File: src/rtl/acc_alu_pkg.sv
`timescale 1ns/1ps
package acc_alu_pkg;

    localparam int OP_W     = 5;
    localparam int OP_COUNT = 17;

    typedef enum logic [OP_W-1:0] {
        OP_ADD = 5'd0,
        OP_ADC = 5'd1,
        OP_SUB = 5'd2,
        OP_SBB = 5'd3,
        OP_AND = 5'd4,
        OP_XOR = 5'd5,
        OP_OR  = 5'd6,
        OP_CMP = 5'd7,
        OP_INC = 5'd8,
        OP_DEC = 5'd9,
        OP_CMA = 5'd10,
        OP_CMC = 5'd11,
        OP_STC = 5'd12,
        OP_RLC = 5'd13,
        OP_RRC = 5'd14,
        OP_RAL = 5'd15,
        OP_RAR = 5'd16
    } alu_op_e;

    typedef enum logic [1:0] {
        LG_AND = 2'd0,
        LG_XOR = 2'd1,
        LG_OR  = 2'd2,
        LG_NOT = 2'd3
    } logic_sel_e;

endpackage

File: src/rtl/acc_alu_addsub.sv
`timescale 1ns/1ps
module acc_alu_addsub #(
    parameter int W = 8
) (
    input  logic [W-1:0] a,
    input  logic [W-1:0] b,
    input  logic         sub,
    input  logic         carry_in,
    output logic [W-1:0] res,
    output logic         carry_out
);
    logic [W-1:0] b_eff;
    logic         c_eff;
    logic [W:0]   sum;

    // Subtraction as a + ~b + ~borrow_in; the adder carry is then the
    // inverse of the borrow, so it is flipped back on the way out.
    always_comb begin
        b_eff     = sub ? ~b : b;
        c_eff     = sub ? ~carry_in : carry_in;
        sum       = {1'b0, a} + {1'b0, b_eff} + {{W{1'b0}}, c_eff};
        res       = sum[W-1:0];
        carry_out = sum[W] ^ sub;
    end
endmodule

File: src/rtl/acc_alu_logic.sv
`timescale 1ns/1ps
module acc_alu_logic
    import acc_alu_pkg::*;
#(
    parameter int W = 8
) (
    input  logic [W-1:0] a,
    input  logic [W-1:0] b,
    input  logic_sel_e   sel,
    output logic [W-1:0] res
);
    always_comb begin
        unique case (sel)
            LG_AND:  res = a & b;
            LG_XOR:  res = a ^ b;
            LG_OR:   res = a | b;
            LG_NOT:  res = ~a;
            default: res = a;
        endcase
    end
endmodule

File: src/rtl/acc_alu_rotate.sv
`timescale 1ns/1ps
module acc_alu_rotate #(
    parameter int W = 8
) (
    input  logic [W-1:0] a,
    input  logic         carry_in,
    input  logic         right,
    input  logic         thru,
    output logic [W-1:0] res,
    output logic         carry_out
);
    logic fill_left;
    logic fill_right;

    always_comb begin
        fill_left  = thru ? carry_in : a[W-1];
        fill_right = thru ? carry_in : a[0];
        if (right) begin
            res       = {fill_right, a[W-1:1]};
            carry_out = a[0];
        end else begin
            res       = {a[W-2:0], fill_left};
            carry_out = a[W-1];
        end
    end
endmodule

File: src/rtl/acc_alu_status.sv
`timescale 1ns/1ps
module acc_alu_status #(
    parameter int W = 8
) (
    input  logic [W-1:0] res,
    output logic         is_zero,
    output logic         is_neg,
    output logic         even_par
);
    always_comb begin
        is_zero  = (res == '0);
        is_neg   = res[W-1];
        even_par = ~^res;
    end
endmodule

File: src/rtl/acc_alu_core.sv
`timescale 1ns/1ps
module acc_alu_core
    import acc_alu_pkg::*;
#(
    parameter int DATA_W = 8
) (
    input  logic              clk,
    input  logic              rst_n,
    input  logic              op_valid,
    input  logic [OP_W-1:0]   op_code,
    input  logic [DATA_W-1:0] operand,
    output logic [DATA_W-1:0] acc,
    output logic              cy_flag,
    output logic              zero_flag,
    output logic              sign_flag,
    output logic              par_flag
);
    localparam logic [DATA_W-1:0] ONE = DATA_W'(1);

    // Unit steering
    logic [DATA_W-1:0] as_b;
    logic              as_sub;
    logic              as_cin;
    logic [DATA_W-1:0] as_res;
    logic              as_cout;
    logic_sel_e        lg_sel;
    logic [DATA_W-1:0] lg_res;
    logic              rt_right;
    logic              rt_thru;
    logic [DATA_W-1:0] rt_res;
    logic              rt_cout;

    // Commit controls
    logic [DATA_W-1:0] res_val;
    logic              wr_acc;
    logic              upd_zsp;
    logic              upd_cy;
    logic              cy_val;
    logic              st_zero;
    logic              st_neg;
    logic              st_par;

    always_comb begin
        as_b     = operand;
        as_sub   = 1'b0;
        as_cin   = 1'b0;
        lg_sel   = LG_AND;
        rt_right = 1'b0;
        rt_thru  = 1'b0;
        unique case (op_code)
            OP_ADC:         as_cin = cy_flag;
            OP_SUB, OP_CMP: as_sub = 1'b1;
            OP_SBB: begin
                as_sub = 1'b1;
                as_cin = cy_flag;
            end
            OP_INC:         as_b = ONE;
            OP_DEC: begin
                as_b   = ONE;
                as_sub = 1'b1;
            end
            OP_XOR:         lg_sel = LG_XOR;
            OP_OR:          lg_sel = LG_OR;
            OP_CMA:         lg_sel = LG_NOT;
            OP_RRC:         rt_right = 1'b1;
            OP_RAL:         rt_thru = 1'b1;
            OP_RAR: begin
                rt_right = 1'b1;
                rt_thru  = 1'b1;
            end
            default: ;
        endcase
    end

    acc_alu_addsub #(.W(DATA_W)) u_addsub (
        .a         (acc),
        .b         (as_b),
        .sub       (as_sub),
        .carry_in  (as_cin),
        .res       (as_res),
        .carry_out (as_cout)
    );

    acc_alu_logic #(.W(DATA_W)) u_logic (
        .a   (acc),
        .b   (operand),
        .sel (lg_sel),
        .res (lg_res)
    );

    acc_alu_rotate #(.W(DATA_W)) u_rotate (
        .a         (acc),
        .carry_in  (cy_flag),
        .right     (rt_right),
        .thru      (rt_thru),
        .res       (rt_res),
        .carry_out (rt_cout)
    );

    // Result selection and update mask
    always_comb begin
        res_val = acc;
        wr_acc  = 1'b0;
        upd_zsp = 1'b0;
        upd_cy  = 1'b0;
        cy_val  = cy_flag;
        unique case (op_code)
            OP_ADD, OP_ADC, OP_SUB, OP_SBB: begin
                res_val = as_res;
                wr_acc  = 1'b1;
                upd_zsp = 1'b1;
                upd_cy  = 1'b1;
                cy_val  = as_cout;
            end
            OP_CMP: begin
                res_val = as_res;
                upd_zsp = 1'b1;
                upd_cy  = 1'b1;
                cy_val  = as_cout;
            end
            OP_AND, OP_XOR, OP_OR: begin
                res_val = lg_res;
                wr_acc  = 1'b1;
                upd_zsp = 1'b1;
                upd_cy  = 1'b1;
                cy_val  = 1'b0;
            end
            OP_INC, OP_DEC: begin
                res_val = as_res;
                wr_acc  = 1'b1;
                upd_zsp = 1'b1;
            end
            OP_CMA: begin
                res_val = lg_res;
                wr_acc  = 1'b1;
            end
            OP_CMC: begin
                upd_cy = 1'b1;
                cy_val = ~cy_flag;
            end
            OP_STC: begin
                upd_cy = 1'b1;
                cy_val = 1'b1;
            end
            OP_RLC, OP_RRC, OP_RAL, OP_RAR: begin
                res_val = rt_res;
                wr_acc  = 1'b1;
                upd_cy  = 1'b1;
                cy_val  = rt_cout;
            end
            default: ;
        endcase
    end

    acc_alu_status #(.W(DATA_W)) u_status (
        .res      (res_val),
        .is_zero  (st_zero),
        .is_neg   (st_neg),
        .even_par (st_par)
    );

    // State register
    always_ff @(posedge clk or negedge rst_n) begin
        if (!rst_n) begin
            acc       <= '0;
            cy_flag   <= 1'b0;
            zero_flag <= 1'b0;
            sign_flag <= 1'b0;
            par_flag  <= 1'b0;
        end else if (op_valid) begin
            if (wr_acc) acc <= res_val;
            if (upd_cy) cy_flag <= cy_val;
            if (upd_zsp) begin
                zero_flag <= st_zero;
                sign_flag <= st_neg;
                par_flag  <= st_par;
            end
        end
    end

    // Checks
    AST_HOLD_IDLE: assert property (@(posedge clk) disable iff (!rst_n)
        (!op_valid || op_code >= OP_W'(OP_COUNT)) |=> ($stable(acc) && $stable(cy_flag) && $stable(zero_flag) && $stable(sign_flag) && $stable(par_flag)));

    AST_CMP_NO_WRITE: assert property (@(posedge clk) disable iff (!rst_n)
        (op_valid && op_code == OP_CMP) |=> $stable(acc));

    AST_LOGIC_CLEARS_CY: assert property (@(posedge clk) disable iff (!rst_n)
        (op_valid && (op_code == OP_AND || op_code == OP_XOR || op_code == OP_OR)) |=> !cy_flag);

    AST_INCDEC_KEEP_CY: assert property (@(posedge clk) disable iff (!rst_n)
        (op_valid && (op_code == OP_INC || op_code == OP_DEC)) |=> $stable(cy_flag));

    AST_ZSP_FOLLOW_ACC: assert property (@(posedge clk) disable iff (!rst_n)
        (op_valid && op_code <= OP_DEC && op_code != OP_CMP) |=> (zero_flag == (acc == '0) && sign_flag == acc[DATA_W-1] && par_flag == ~^acc));

    AST_CMA_INVERTS: assert property (@(posedge clk) disable iff (!rst_n)
        (op_valid && op_code == OP_CMA) |=> (acc == ~$past(acc) && $stable(cy_flag) && $stable(zero_flag)));

    AST_CMC_TOGGLES: assert property (@(posedge clk) disable iff (!rst_n)
        (op_valid && op_code == OP_CMC) |=> (cy_flag != $past(cy_flag) && $stable(acc)));

    AST_STC_SETS: assert property (@(posedge clk) disable iff (!rst_n)
        (op_valid && op_code == OP_STC) |=> (cy_flag && $stable(acc)));

    AST_RLC_WRAPS: assert property (@(posedge clk) disable iff (!rst_n)
        (op_valid && op_code == OP_RLC) |=> (acc == {$past(acc[DATA_W-2:0]), $past(acc[DATA_W-1])} && cy_flag == $past(acc[DATA_W-1])));

    AST_RAL_THRU_CY: assert property (@(posedge clk) disable iff (!rst_n)
        (op_valid && op_code == OP_RAL) |=> (acc == {$past(acc[DATA_W-2:0]), $past(cy_flag)} && cy_flag == $past(acc[DATA_W-1])));

endmodule

File: config.mk
export PLATFORM = sky130hd
export DESIGN_NAME = acc_alu_core
export DESIGN_NICKNAME = d
export VERILOG_FILES = /design/src/rtl/acc_alu_pkg.sv /design/src/rtl/acc_alu_addsub.sv /design/src/rtl/acc_alu_logic.sv /design/src/rtl/acc_alu_rotate.sv /design/src/rtl/acc_alu_status.sv /design/src/rtl/acc_alu_core.sv
export SDC_FILE = /design/constraint.sdc
export NUM_CORES = 1
export LEC_CHECK = 0
export CAP_MARGIN = 20
export CORE_ASPECT_RATIO = 0.6
export CORE_UTILIZATION = 60
export CTS_CLUSTER_SIZE = 12
export DETAILED_ROUTE_END_ITERATION = 10
export PLACE_DENSITY_LB_ADDON = 0.3
export SLEW_MARGIN = 20
export SYNTH_ARGS = -nofsm -noshare
export SYNTH_HDL_FRONTEND = slang
export SYNTH_HIERARCHICAL = 1
export SYNTH_SLANG_ARGS = --single-unit
File: constraint.sdc
create_clock -name clk -period 11.1 [get_ports clk]
set_input_delay 2.22 -clock clk [delete_from_list [all_inputs] [get_ports clk]]
set_output_delay 2.22 -clock clk [all_outputs]
set_load 0.05 [all_outputs]
After elaboration in Yosys (flattened, before gate mapping)
Cells that the tools add are included.
{"block": "totals", "reg_bits": 12, "output_inout_bits": 12, "elab_cells": 73}
{"block": "op_classes", "n_addsub": 2, "eq_ne": 19, "muxes": 18, "n_bitwise": 8, "n_reduce_logical": 21}
{"operator": "== test 5 x 4 -> 1 bit (second input constant)", "n": 8}
{"operator": "case mux 8 bit (4 select lines)", "n": 1}
{"operator": "OR reduction 14 bit", "n": 2}
{"operator": "2-to-1 mux 8 bit", "n": 3}
{"operator": "case mux 8 bit (3 select lines)", "n": 1}
{"operator": "== test 5 x 3 -> 1 bit (second input constant)", "n": 4}
{"operator": "NOT 8 bit", "n": 2}
{"operator": "OR reduction 4 bit", "n": 3}
{"operator": "2-to-1 mux 1 bit", "n": 11}
{"operator": "== test 5 x 2 -> 1 bit (second input constant)", "n": 2}
{"operator": "OR reduction 10 bit", "n": 1}
{"operator": "adder 8 x 8 -> 9 bit", "n": 1}
{"operator": "adder 9 x 1 -> 9 bit", "n": 1}
{"operator": "AND 8 bit", "n": 1}
{"operator": "logical NOT 8 bit", "n": 1}
{"operator": "bitwise OR 8 bit", "n": 1}
{"operator": "OR reduction 2 bit", "n": 4}
{"operator": "XNOR reduction 8 bit", "n": 1}
{"operator": "bitwise XOR 8 bit", "n": 1}
{"operator": "OR reduction 7 bit", "n": 1}
{"operator": "case mux 2 bit (3 select lines)", "n": 1}
{"operator": "== test 5 x 1 -> 1 bit (second input constant)", "n": 1}
{"operator": "== test 5 bit (second input constant)", "n": 1}
{"operator": "logical NOT 5 bit", "n": 1}
{"operator": "other kinds (11)", "n": 14}

Logic depth before layout (Yosys ltp)
Gate-level depths: netlist of the first run.
{"block": "depth", "word_depth": 9, "mapped_depth": 20, "mapped_depth_nobuf": 18}

Modules after synthesis
Netlist of the first run, hierarchy kept.
{"module": "acc_alu_core", "n_inst": 1, "cells_each": 135, "area_each_um2": 1201.2, "seq_area_each_um2": 300.3}
{"module": "acc_alu_logic", "n_inst": 1, "cells_each": 50, "area_each_um2": 493.0, "seq_area_each_um2": 0.0}
{"module": "acc_alu_addsub", "n_inst": 1, "cells_each": 51, "area_each_um2": 430.4, "seq_area_each_um2": 0.0}
{"module": "acc_alu_rotate", "n_inst": 1, "cells_each": 14, "area_each_um2": 150.1, "seq_area_each_um2": 0.0}
{"module": "acc_alu_status", "n_inst": 1, "cells_each": 17, "area_each_um2": 122.6, "seq_area_each_um2": 0.0}

Worst setup path after synthesis of the first run
No wires, ideal clock.
{"block": "synth_path", "path_type": "input to register", "from": "input port op_code[3]", "to": "register par_flag", "arrival_time_ns": 6.378, "required_time_ns": 10.975, "slack_ns": 4.598, "stages": 20, "cell_sequence": "clkbuf_1 clkbuf_1 mux2_2 a21oi_1 nor2_1 buf_2 xor2_1 fa_1 fa_1 a21oi_2 o22ai_1 or2_1 xor2_1 a221o_1 a21o_1 inv_1 ha_1 xnor2_1 xnor2_1 mux2_2"}
{"block": "synth_between", "elab_cells_between_ends": 48}
{"item": "from (decl)", "line_no": "acc_alu_core.sv:10", "rtl": "input logic [OP_W-1:0] op_code,"}
{"item": "== test 5 x 3 -> 1 bit (tied with other cells)", "line_no": "acc_alu_core.sv:50", "rtl": "unique case (op_code)"}
{"item": "OR reduction 4 bit (no line) *"}
{"item": "2-to-1 mux 1 bit *", "line_no": "acc_alu_core.sv:50"}
{"item": "net as_sub", "line_no": "acc_alu_core.sv:22", "rtl": "logic as_sub;"}
{"item": "2-to-1 mux 8 bit", "line_no": "acc_alu_addsub.sv:19", "rtl": "b_eff = sub ? ~b : b;"}
{"item": "adder 8 x 8 -> 9 bit", "line_no": "acc_alu_addsub.sv:21", "rtl": "sum = {1'b0, a} + {1'b0, b_eff} + {{W{1'b0}}, c_eff};"}
{"item": "adder 9 x 1 -> 9 bit *", "line_no": "acc_alu_addsub.sv:21"}
{"item": "net as_res[6]", "line_no": "acc_alu_core.sv:24", "rtl": "logic [DATA_W-1:0] as_res;"}
{"item": "case mux 8 bit (3 select lines) *", "line_no": "acc_alu_core.sv:107", "rtl": "unique case (op_code)"}
{"item": "net res_val[6]", "line_no": "acc_alu_core.sv:34", "rtl": "logic [DATA_W-1:0] res_val;"}
{"item": "XNOR reduction 8 bit *", "line_no": "acc_alu_status.sv:13", "rtl": "even_par = ~^res;"}
{"item": "net st_par", "line_no": "acc_alu_core.sv:41", "rtl": "logic st_par;"}
{"item": "to (signal assigned)", "line_no": "acc_alu_core.sv:176", "rtl": "par_flag <= st_par;"}
{"item": "to (decl)", "line_no": "acc_alu_core.sv:16", "rtl": "output logic par_flag"}
The timed path passes the listed nets; every way through them passes the cells marked *.
A chain may end at the register's enable or synchronous reset.

Worst setup path after layout of the first run
{"block": "layout_path", "from": "input port op_code[1]", "to": "register par_flag"}
The elaborated chain is that of the path after synthesis.

==> results of run 1 <==
[path summary, 6_finish.rpt]
| path | from | endpoint | slack, ps | depth (start not counted) |
|---|---|---|---|---|
| worst max-delay path | op_code[1] | par_flag | 3820 | 19 |
| worst min-delay path | zero_flag | zero_flag | 500 | 1 |
| worst max register to register | cy_flag | par_flag | 7270 | 15 |
| worst min register to register | zero_flag | zero_flag | 500 | 1 |
| max in group asynchronous | rst_n | sign_flag | 8390 | 1 |
| min in group asynchronous | rst_n | acc[6] | 2330 | 1 |
[registers in the layout, summed over array words and instances, names as in the netlist]
signal,count
sign_flag,1
acc,8
zero_flag,1
par_flag,1
cy_flag,1
[worst max-delay path, delay by kind of cell]
kind                       cells  cell delay, ps
adders and majority gates      3            1140
and+or+nand+nor                3            1310
AOI/OAI and AO/OA              5             840
xor gates and xnor gates       4             630
muxes                          2             430
buffers and inverters          2             820
[through the flow]
stage	utilization	instances	hold WS (ps)	setup WS [ps]
2_1_floorplan	-	267	856	4600
3_3_place_gp	0.703	324	492	3690
3_5_place_dp	0.703	324	493	3580
4_1_cts	0.718	328	506	3830
5_1_grt	0.719	328	536	3470
6_report	0.719	328	504	3820
[power by group through the flow]
stage                     Clock [W]  Combinational [W]  Sequential (W)
final                     0.0000488           0.000375       0.0000976
after global routing      0.0000518           0.000406        0.000102
after CTS                 0.0000491           0.000371       0.0000966
after detailed placement          0           0.000370       0.0000970
after global placement            0           0.000360       0.0000965
after floorplan                   0           0.000233        0.000142
[layer usage]
metal	GRT usage	vias to the layer above	part of all wire
li1	-	990	-
met4	0.0960	0	0.013
met2	0.438	79	0.43
met5	0	-	0
met1	0.391	959	0.48
met3	0.0485	6	0.078
[placed cells by master (no fill, tap or decap), types with 2 or more instances in the layout]
| cell | instances |
|---|---|
| nor2_1 | 11 |
| ha_1 | 27 |
| a21oi_1 | 8 |
| clkdlybuf4s50_1 | 27 |
| o32ai_1 | 8 |
| or3b_1 | 2 |
| o21ai_0 | 12 |
| nor2b_1 | 8 |
| clkbuf_8 | 4 |
| xnor2_1 | 8 |
| fa_1 | 2 |
| a21oi_2 | 3 |
| mux4_2 | 8 |
| nand2_1 | 4 |
| nand3_1 | 5 |
| dfrtp_1 | 12 |
| o22ai_1 | 3 |
| mux2i_1 | 4 |
| o21ai_1 | 4 |
| a221o_1 | 9 |
| xor2_1 | 11 |
| inv_1 | 44 |
| a21o_1 | 9 |
| mux2_2 | 5 |
| mux2_4 | 14 |
[final cells by class]
cell class                      count  area share
Inverter                           44      0.0614
Tap cell                           47      0.0219
Timing Repair Buffer               28       0.103
Sequential cell                    12       0.112
Multi-Input combinational cell    193       0.681
Clock buffer                        4      0.0205
[kinds of logic after synthesis]
kind of cell | after synthesis
AOI/OAI and AO/OA | 67
xor gates and xnor gates | 19
adders and majority gates | 29
and+or+nand+nor | 47
muxes | 31
buffers and inverters | 62
DFF | 12
[synth_stat cells (all sizes together) (3+ instances only)]
cell type / number / area [um^2]
dfrtp: 12 / 300
nor2b: 8 / 50.1
ha: 27 / 338
xor2: 11 / 96.3
xnor2: 8 / 70.1
a21oi: 11 / 62.6
nand3: 5 / 25.0
nand2: 4 / 15.0
o21ai: 16 / 80.1
mux4: 8 / 180
o32ai: 8 / 70.1
clkbuf: 9 / 33.8
inv: 44 / 165
a221o: 9 / 90.1
nor2: 11 / 41.3
o22ai: 3 / 18.8
buf: 9 / 75.1
a21o: 9 / 67.6
mux2: 19 / 267
mux2i: 4 / 40.0
==> metrics.yaml, run 1 <==
die:
  ios: 28
  fp.dieW_um: 83.6
  initial_core_util: 0.640
  rows: 17
  dieArea_um2: 4260
  core_um2: 3740
  die_h_um: 51.0
logic_synthesis:
  synth_seq_cells: 12
  yosysWarningCount: 6
  synth.net_count: 312
  synth_cells: 267
  postSynthAreaPerCell_um2: 8.98
  synth.distinct_cells: 55
  syn_area_um2: 2400
  synth_top_family_by_area: "compound AO/OA/AOI/OAI gates"
  synth_fa_ha_area_frac: 0.158
  yosysSeqAreaShare: 0.125
  yosys.area_share.simple: 0.119
  synth_edf_count: 0
  synth_xor_area_frac: 0.0694
  muxShareOfSynthArea: 0.203
  synth-compound-area-share: 0.211
  synthFlopType: "dfrtp_1"
  async_reset_ff_frac: 1.00
critical_path:
  crit_path_end_kind: "flip-flop"
  cp_slowest_cell: "nor2_1"
  crit_required_ps: 11220
  timing_worst_setup_path_type: "primary input to flip-flop"
  worstPathCellList: "clkdlybuf4s50_1, nor2_1, mux2_2, a21oi_1, nor2_1, xor2_1, fa_1, fa_1, a21oi_2, o22ai_1, or2_1, xor2_1, a221o_1, a21o_1, inv_1, ha_1, xnor2_1, xnor2_1, mux2_2"
  cpPeakStageDelay_ps: 830
  path_max_fanout: 26
  cp_data_arrival_time_ps: 7410
  start_kind: "primary input"
routing:
  final_antenna_net_count: 0
  viasPerCell: 6.20
  wirelength_um: 5520
  drt-initial-drc-count: 162
  wire_per_inst_um: 16.8
  drcViolationCount: 0
  vias: 2034
  firstDrtPassIters: 5
grt:
  antenna_found_initial: 0
  overflow: 0
  track_usage: 0.279
  grt_pass1_wl_um: 9200
  grt_max_degree: 34
  grt_pass1_vias: 1903
final_layout:
  fillCellCount: 322
  fin_nets: 327
  syn_to_final_growth_pct: 12.2
  finalInstanceArea_um2: 2690
  multi_input_area_um2: 1830
  register_area_um2: 300
  drive_gt1_frac: 0.149
  antenna_cells: 0
place:
  dp_hpwl_um: 4160
  place_area_um2: 2630
  io_buffers: 27
  gp_congestion: 0.906
clocking:
  cts-root-buf: "clkbuf_8"
  clk_latency_ps: 250
  cts_buffers: 3
  cts_num_sinks: 12
  htree_levels: 1
  path_clk_slew_ps: 60
  post_cts_resized: 0
  cts_buffer_depth: 2
  cts_tree: "done"
  post_cts_buffers: 0
  postCtsHoldBufs: 0
sta:
  tightestPinTransition_ps: 1050
  slew_violations: 0
  rsz0062_at_grt: "false"
  hold_viol: 0
  fin_crit_sh: 0.656
  max_freq_mhz: 137
  layout_min_cycle_time_ps: 7280
  final.setup.tns_ps: 0
  finalSetupViolCount: 0
  fin_skew_ps: 12.2
  max-slew-margin-rel: 0.299
status:
  outcome: "complete, no violations"
power:
  switching_share: 0.487
  net-switching-power_w: 0.000254
  total_power_w: 0.000521
  p_clk_frac: 0.094
  share_seq_of_total_power: 0.187
  p_leak_nw: 1.27
  peakVddDrop_v: 0.000180
  p_int_w: 0.000268
  combPwrFrac: 0.719
  power_density_nw_per_um2: 194
hold_path:
  hold_class: "flip-flop to flip-flop"
flow_run:
  maxCapViolations: 0
No activity file was read; power rests on OpenSTA's default activity.
==> inputs of run 2 (changes only) <==
--- a/config.mk
+++ b/config.mk
@@ -7,7 +7,7 @@
 export LEC_CHECK = 0
 export CAP_MARGIN = 20
 export CORE_ASPECT_RATIO = 0.6
-export CORE_UTILIZATION = 60
+export CORE_UTILIZATION = 52
 export CTS_CLUSTER_SIZE = 12
 export DETAILED_ROUTE_END_ITERATION = 10
 export PLACE_DENSITY_LB_ADDON = 0.3
==> constraint.sdc (replaced) <==
create_clock -name clk -period 6.5 [get_ports clk]
set_input_delay 1.3 -clock clk [delete_from_list [all_inputs] [get_ports clk]]
set_output_delay 1.3 -clock clk [all_outputs]
set_load 0.05 [all_outputs]
==> run 2 against run 1 <==
Register-to-register slack worse by 4500 ps; clock skew is 4.0 ps lower; critical path depth stayed put; utilization is 7.0 points lower.
==> metrics.yaml, run 2 (synthesis gave the netlist of run 1 again) <==
grt:
  antenna_found_initial: 0  # unchanged
  grt_max_degree: 34  # unchanged
  grt_pass1_vias: 1732  # was 1903
  track_usage: 0.246  # was 0.279
  overflow: 0  # unchanged
  grt_pass1_wl_um: 8980  # was 9200 um
place:
  gp_congestion: 0.980  # was 0.906
  io_buffers: 27  # unchanged
  dp_hpwl_um: 4130  # was 4160 um
  dp_slack_ps: 691  # was 3580 ps
  place_area_um2: 2710  # was 2630 um^2
sta:
  fin_skew_ps: 8.27  # was 12.2 ps
  finalSetupViolCount: 0  # unchanged
  max-slew-margin-rel: 0.551  # was 0.299
  tightestPinTransition_ps: 671  # was 1050 ps
  fin_crit_sh: 0.854
  rsz0062_at_grt: "false"  # unchanged
  layout_min_cycle_time_ps: 5550
  final.setup.tns_ps: 0  # unchanged
  timing.final.ws_setup_ps: 951  # was 3820 ps
  slew_violations: 0  # unchanged
  hold_viol: 0  # unchanged
  max_freq_mhz: 180
final_layout:
  layout_common_cells: "inv_1 (44), clkdlybuf4s50_1 (27), ha_1 (27)"  # unchanged
  syn_to_final_growth_pct: 15.2  # was 12.2%
  largest_reg_flops: 8  # unchanged
  drive_gt1_frac: 0.170  # was 0.149
  finalInstanceArea_um2: 2760  # was 2690 um^2
  largest-register: "acc"  # unchanged
  antenna_cells: 0  # unchanged
  layout_commonest_cell: "inv_1"  # unchanged
  fin_nets: 335  # was 327
critical_path:
  crit_path_end_kind: "flip-flop"  # unchanged
  timing_worst_setup_path_type: "primary input to flip-flop"  # unchanged
  start_kind: "primary input"  # unchanged
  r2r-start: "cy_flag"  # unchanged
  crit_end: "par_flag"  # unchanged
  cp_data_arrival_time_ps: 5680  # was 7410 ps
  worstSetupStartpoint: "op_code[4]"  # was op_code[1]
  worstReg2RegEnd: "par_flag"  # unchanged
  path_max_fanout: 16  # was 26
  ff2ff_setup_slack_ps: 2720  # was 7270 ps
  reg2regPathDepth: 15  # unchanged
  crit_required_ps: 6640  # was 11220 ps
clocking:
  post_cts_buffers: 0  # unchanged
  cts_buffer_depth: 2  # unchanged
  cts-root-buf: "clkbuf_8"  # unchanged
  post_cts_resized: 0  # unchanged
  cts_buffers: 3  # unchanged
  cts_tree: "done"  # unchanged
  postCtsHoldBufs: 0  # unchanged
  clk_latency_ps: 250  # about the same
  path_clk_slew_ps: 60  # about the same
  htree_levels: 1  # unchanged
  cts_num_sinks: 12  # unchanged
flow_run:
  maxCapViolations: 0  # unchanged
routing:
  wirelength_um: 5450  # was 5520 um
  drt-initial-drc-count: 213  # was 162
  wire_per_inst_um: 15.6  # was 16.8 um
  drcViolationCount: 0  # unchanged
  vias: 2082  # was 2034
  viasPerCell: 5.97  # was 6.20
  final_antenna_net_count: 0  # unchanged
  firstDrtPassIters: 4  # was 5
die:
  core_um2: 4260  # was 3740 um^2
  dieArea_um2: 4890  # was 4260 um^2
  initial_core_util: 0.563  # was 0.640
  ios: 28  # unchanged
  fp.dieW_um: 89.7  # was 83.6 um
  die_h_um: 54.6  # was 51.0 um
  rows: 18  # was 17
power:
  peakVddDrop_v: 0.000136  # was 0.000180 V
  power_density_nw_per_um2: 322  # was 194 nW/um^2
  p_leak_nw: 1.31  # was 1.27 nW
status:
  outcome: "complete, no violations"  # unchanged
hold_path:
  hold_class: "flip-flop to flip-flop"  # unchanged
[run 2: worst min path at each step]
stage / start / end / depth (start not counted)
3_5_place_dp: sign_flag / sign_flag / 1
3_3_place_gp: sign_flag / sign_flag / 1
2_1_floorplan: cy_flag / cy_flag / 2
4_1_cts: sign_flag / sign_flag / 1
5_1_grt: zero_flag / zero_flag / 1
6_report: sign_flag / sign_flag / 1
[run 2: report_power, final]
group / internal [W] / switching, W
Clock: 0.0000536 / 0.0000301
Sequential: 0.000103 / 0.0000631
Combinational: 0.000304 / 0.000337
[run 2: metal layers]
layer,GRT usage,part of all wire,vias to the layer above
met1,0.395,0.53,998
met3,0.0196,0.064,6
li1,-,-,1004
met2,0.355,0.40,74
met5,0,0,-
met4,0.0397,0.0070,0
[run 2: worst max-delay path, cell delays in order]
cell,delay [ps]
clkdlybuf4s50_1,450
buf_4,200
inv_1,110
and3_1,280
or2_2,330
xor2_1,160
fa_1,440
fa_1,430
a21oi_2,160
o22ai_1,120
or2_1,230
xor2_1,140
a221o_1,350
a21o_1,160
inv_1,50
ha_1,230
xnor2_1,190
xnor2_1,90
mux2_2,260
[run 2: per-stage QoR]
step,hold WS (ps),total power [W],std cells,util
3_3_place_gp,491,0.000784,345,0.636
6_report,502,0.000890,349,0.649
3_5_place_dp,491,0.000799,345,0.636
4_1_cts,503,0.000890,349,0.649
5_1_grt,521,0.000963,349,0.649
2_1_floorplan,856,0.000641,267,-
[run 2: final cells by class]
cell class                 instances  area [um^2]
multi-input combinational        193         1830
tap                               60         75.1
clock buffer                       4         55.1
timing repair buffer              36          338
sequential                        12          300
inverter                          44          165
fill                             353         1490
==> inputs of run 3 (changes only) <==
--- a/config.mk
+++ b/config.mk
@@ -11,6 +11,7 @@
 export CTS_CLUSTER_SIZE = 12
 export DETAILED_ROUTE_END_ITERATION = 10
 export PLACE_DENSITY_LB_ADDON = 0.3
+export RECOVER_POWER = 50
 export SLEW_MARGIN = 20
 export SYNTH_ARGS = -nofsm -noshare
 export SYNTH_HDL_FRONTEND = slang
==> run 3 against run 2 <==
Combinational power decreased by 1%; die area unchanged; utilization stayed put; clock power fell by 0.5%; clock skew shrank 0.68 ps; sequential power about the same; non-clock buffer count unchanged; first-iteration DRC count unchanged; highest routed layer unchanged.
==> metrics.yaml, run 3 (synthesis gave the netlist of run 1 again) <==
status:
  outcome: "complete, no violations"  # unchanged
critical_path:
  reg2regPathDepth: 15  # unchanged
  cp_slowest_cell: "clkdlybuf4s50_1"  # unchanged
  cp_data_arrival_time_ps: 5690  # was 5680 ps
  cp_num_buf_inv: 4  # unchanged
  worstSetupPathDepth: 19  # unchanged
  crit_required_ps: 6630  # was 6640 ps
  timing_worst_setup_path_type: "primary input to flip-flop"  # unchanged
  crit_path_end_kind: "flip-flop"  # unchanged
  start_kind: "primary input"  # unchanged
  cpPeakStageDelay_ps: 450  # about the same
  path_max_fanout: 16  # unchanged
  cp_top_family: "adder cells"  # unchanged
  worstPathCellList: "clkdlybuf4s50_1, buf_4, inv_1, and3_1, or2_2, xor2_1, fa_1, fa_1, a21oi_2, o22ai_1, or2_1, xor2_1, a221o_1, a21o_1, inv_1, ha_1, xnor2_1, xnor2_1, mux2_2"  # unchanged
sta:
  hold_viol: 0  # unchanged
  finalSetupViolCount: 0  # unchanged
  fin_skew_ps: 7.59  # was 8.27 ps
  fin_crit_sh: 0.854  # about the same
  max-slew-margin-rel: 0.549  # was 0.551
  slew_violations: 0  # unchanged
  final.setup.tns_ps: 0  # unchanged
  max_freq_mhz: 180  # about the same
  rsz0062_at_grt: "false"  # unchanged
  tightestPinTransition_ps: 676  # was 671 ps
  layout_min_cycle_time_ps: 5550  # about the same
  hold_slack_ps: 495  # was 502 ps
final_layout:
  finalInstanceArea_um2: 2760  # unchanged
  largest-register: "acc"  # unchanged
  post-route-util: 0.649  # unchanged
  layout_common_cells: "inv_1 (44), ha_1 (27), clkdlybuf4s50_1 (20)"  # was inv_1 (44), clkdlybuf4s50_1 (27), ha_1 (27)
  syn_to_final_growth_pct: 15.2  # unchanged
  largest_reg_flops: 8  # unchanged
  fin_nets: 335  # unchanged
  multi_input_area_um2: 1830  # unchanged
  fillCellCount: 353  # unchanged
  register_area_um2: 300  # unchanged
  finalNonFillerCells: 349  # unchanged
  drive_gt1_frac: 0.170  # unchanged
  layout_commonest_cell: "inv_1"  # unchanged
  antenna_cells: 0  # unchanged
clocking:
  cts_num_sinks: 12  # unchanged
  postCtsHoldBufs: 0  # unchanged
  htree_levels: 1  # unchanged
  path_clk_slew_ps: 60  # about the same
  post_cts_resized: 0  # unchanged
  clk_latency_ps: 250  # about the same
  cts_buffers: 3  # unchanged
  cts_buffer_depth: 2  # unchanged
  cts_tree: "done"  # unchanged
  post_cts_buffers: 0  # unchanged
  cts-root-buf: "clkbuf_8"  # unchanged
flow_run:
  maxCapViolations: 0  # unchanged
place:
  dp_cells: 345  # unchanged
  io_buffers: 27  # unchanged
  gp_congestion: 0.980  # unchanged
  place_area_um2: 2710  # unchanged
  dp_hpwl_um: 4130  # unchanged
power:
  p_leak_nw: 1.32  # was 1.31 nW
  p_int_w: 0.000455  # was 0.000460 W
  share_seq_of_total_power: 0.187  # was 0.186
  combPwrFrac: 0.719  # was 0.720
  peakVddDrop_v: 0.000136  # about the same
  p_clk_frac: 0.094  # about the same
  net-switching-power_w: 0.000428  # was 0.000430 W
  switching_share: 0.485  # was 0.483
  power_density_nw_per_um2: 319  # was 322 nW/um^2
grt:
  track_usage: 0.246  # unchanged
  grt_pass1_vias: 1732  # unchanged
  antenna_found_initial: 0  # unchanged
  grt_max_degree: 34  # unchanged
  gr-usage-met2: 0.355  # unchanged
  met3_usage: 0.0196  # unchanged
  overflow: 0  # unchanged
  grt-busiest-layer: "met1"  # unchanged
  grt_pass1_wl_um: 8980  # unchanged
  grt_util_met1: 0.395  # unchanged
routing:
  wire_per_inst_um: 15.5  # was 15.6 um
  firstDrtPassIters: 5  # was 4
  vias: 2063  # was 2082
  drt-initial-drc-count: 213  # unchanged
  wirelength_um: 5430  # was 5450 um
  viasPerCell: 5.91  # was 5.97
  drcViolationCount: 0  # unchanged
  final_antenna_net_count: 0  # unchanged
die:
  rows: 18  # unchanged
  fp.dieW_um: 89.7  # unchanged
  dieArea_um2: 4890  # unchanged
  initial_core_util: 0.563  # unchanged
  die_h_um: 54.6  # unchanged
  ios: 28  # unchanged
  core_um2: 4260  # unchanged
hold_path:
  hold_class: "flip-flop to flip-flop"  # unchanged
  min_path_cells: 1  # unchanged
run 3: changes by cell type in the layout (fill, tap and decap cells not counted):
cell and delta:
clkdlybuf4s50_1 -7, dlygate4sd3_1 +7
run 3: power groups by stage:
stage               logic (W)  registers, W  clock network [W]
CTS                  0.000639      0.000166          0.0000858
global route         0.000697      0.000171          0.0000888
global placement     0.000620      0.000164                  0
floorplan            0.000398      0.000243                  0
finish               0.000634      0.000165          0.0000833
detailed placement   0.000634      0.000166                  0
run 3: final cells by class:
cell class	count	share of cell area
tap	60	0.0272
timing repair buffer	36	0.122
inverter	44	0.0598
multi-input combinational	193	0.662
clock buffer	4	0.0199
sequential	12	0.109
run 3: routing by layer:
metal,share of wire,vias to the layer above
met4,0.0070,0
met5,0,-
met3,0.057,6
li1,-,1005
met2,0.39,70
met1,0.54,982
run 3: worst paths after layout:
kind | start | slack [ps] | to
min in group asynchronous | rst_n | 1470 | acc[6]
worst min-delay path | sign_flag | 500 | sign_flag
worst max-delay path | op_code[4] | 950 | par_flag
max in group asynchronous | rst_n | 4680 | acc[3]
worst max register to register | cy_flag | 2720 | par_flag
worst min register to register | sign_flag | 500 | sign_flag
run 3: worst register-to-register path: stages (launching register included):
cell and delay (ps):
dfrtp_1 450, and4b_1 230, xor2_1 160, fa_1 420, fa_1 430, a21oi_2 160
o22ai_1 120, or2_1 230, xor2_1 140, a221o_1 350, a21o_1 160, inv_1 50
ha_1 230, xnor2_1 190, xnor2_1 90, mux2_2 260
run 3: per-stage QoR:
step / setup slack [ps] / power, W
floorplan: 918 / 0.000641
global placement: 787 / 0.000784
detailed placement: 691 / 0.000799
CTS: 946 / 0.000890
global route: 691 / 0.000957
finish: 948 / 0.000883
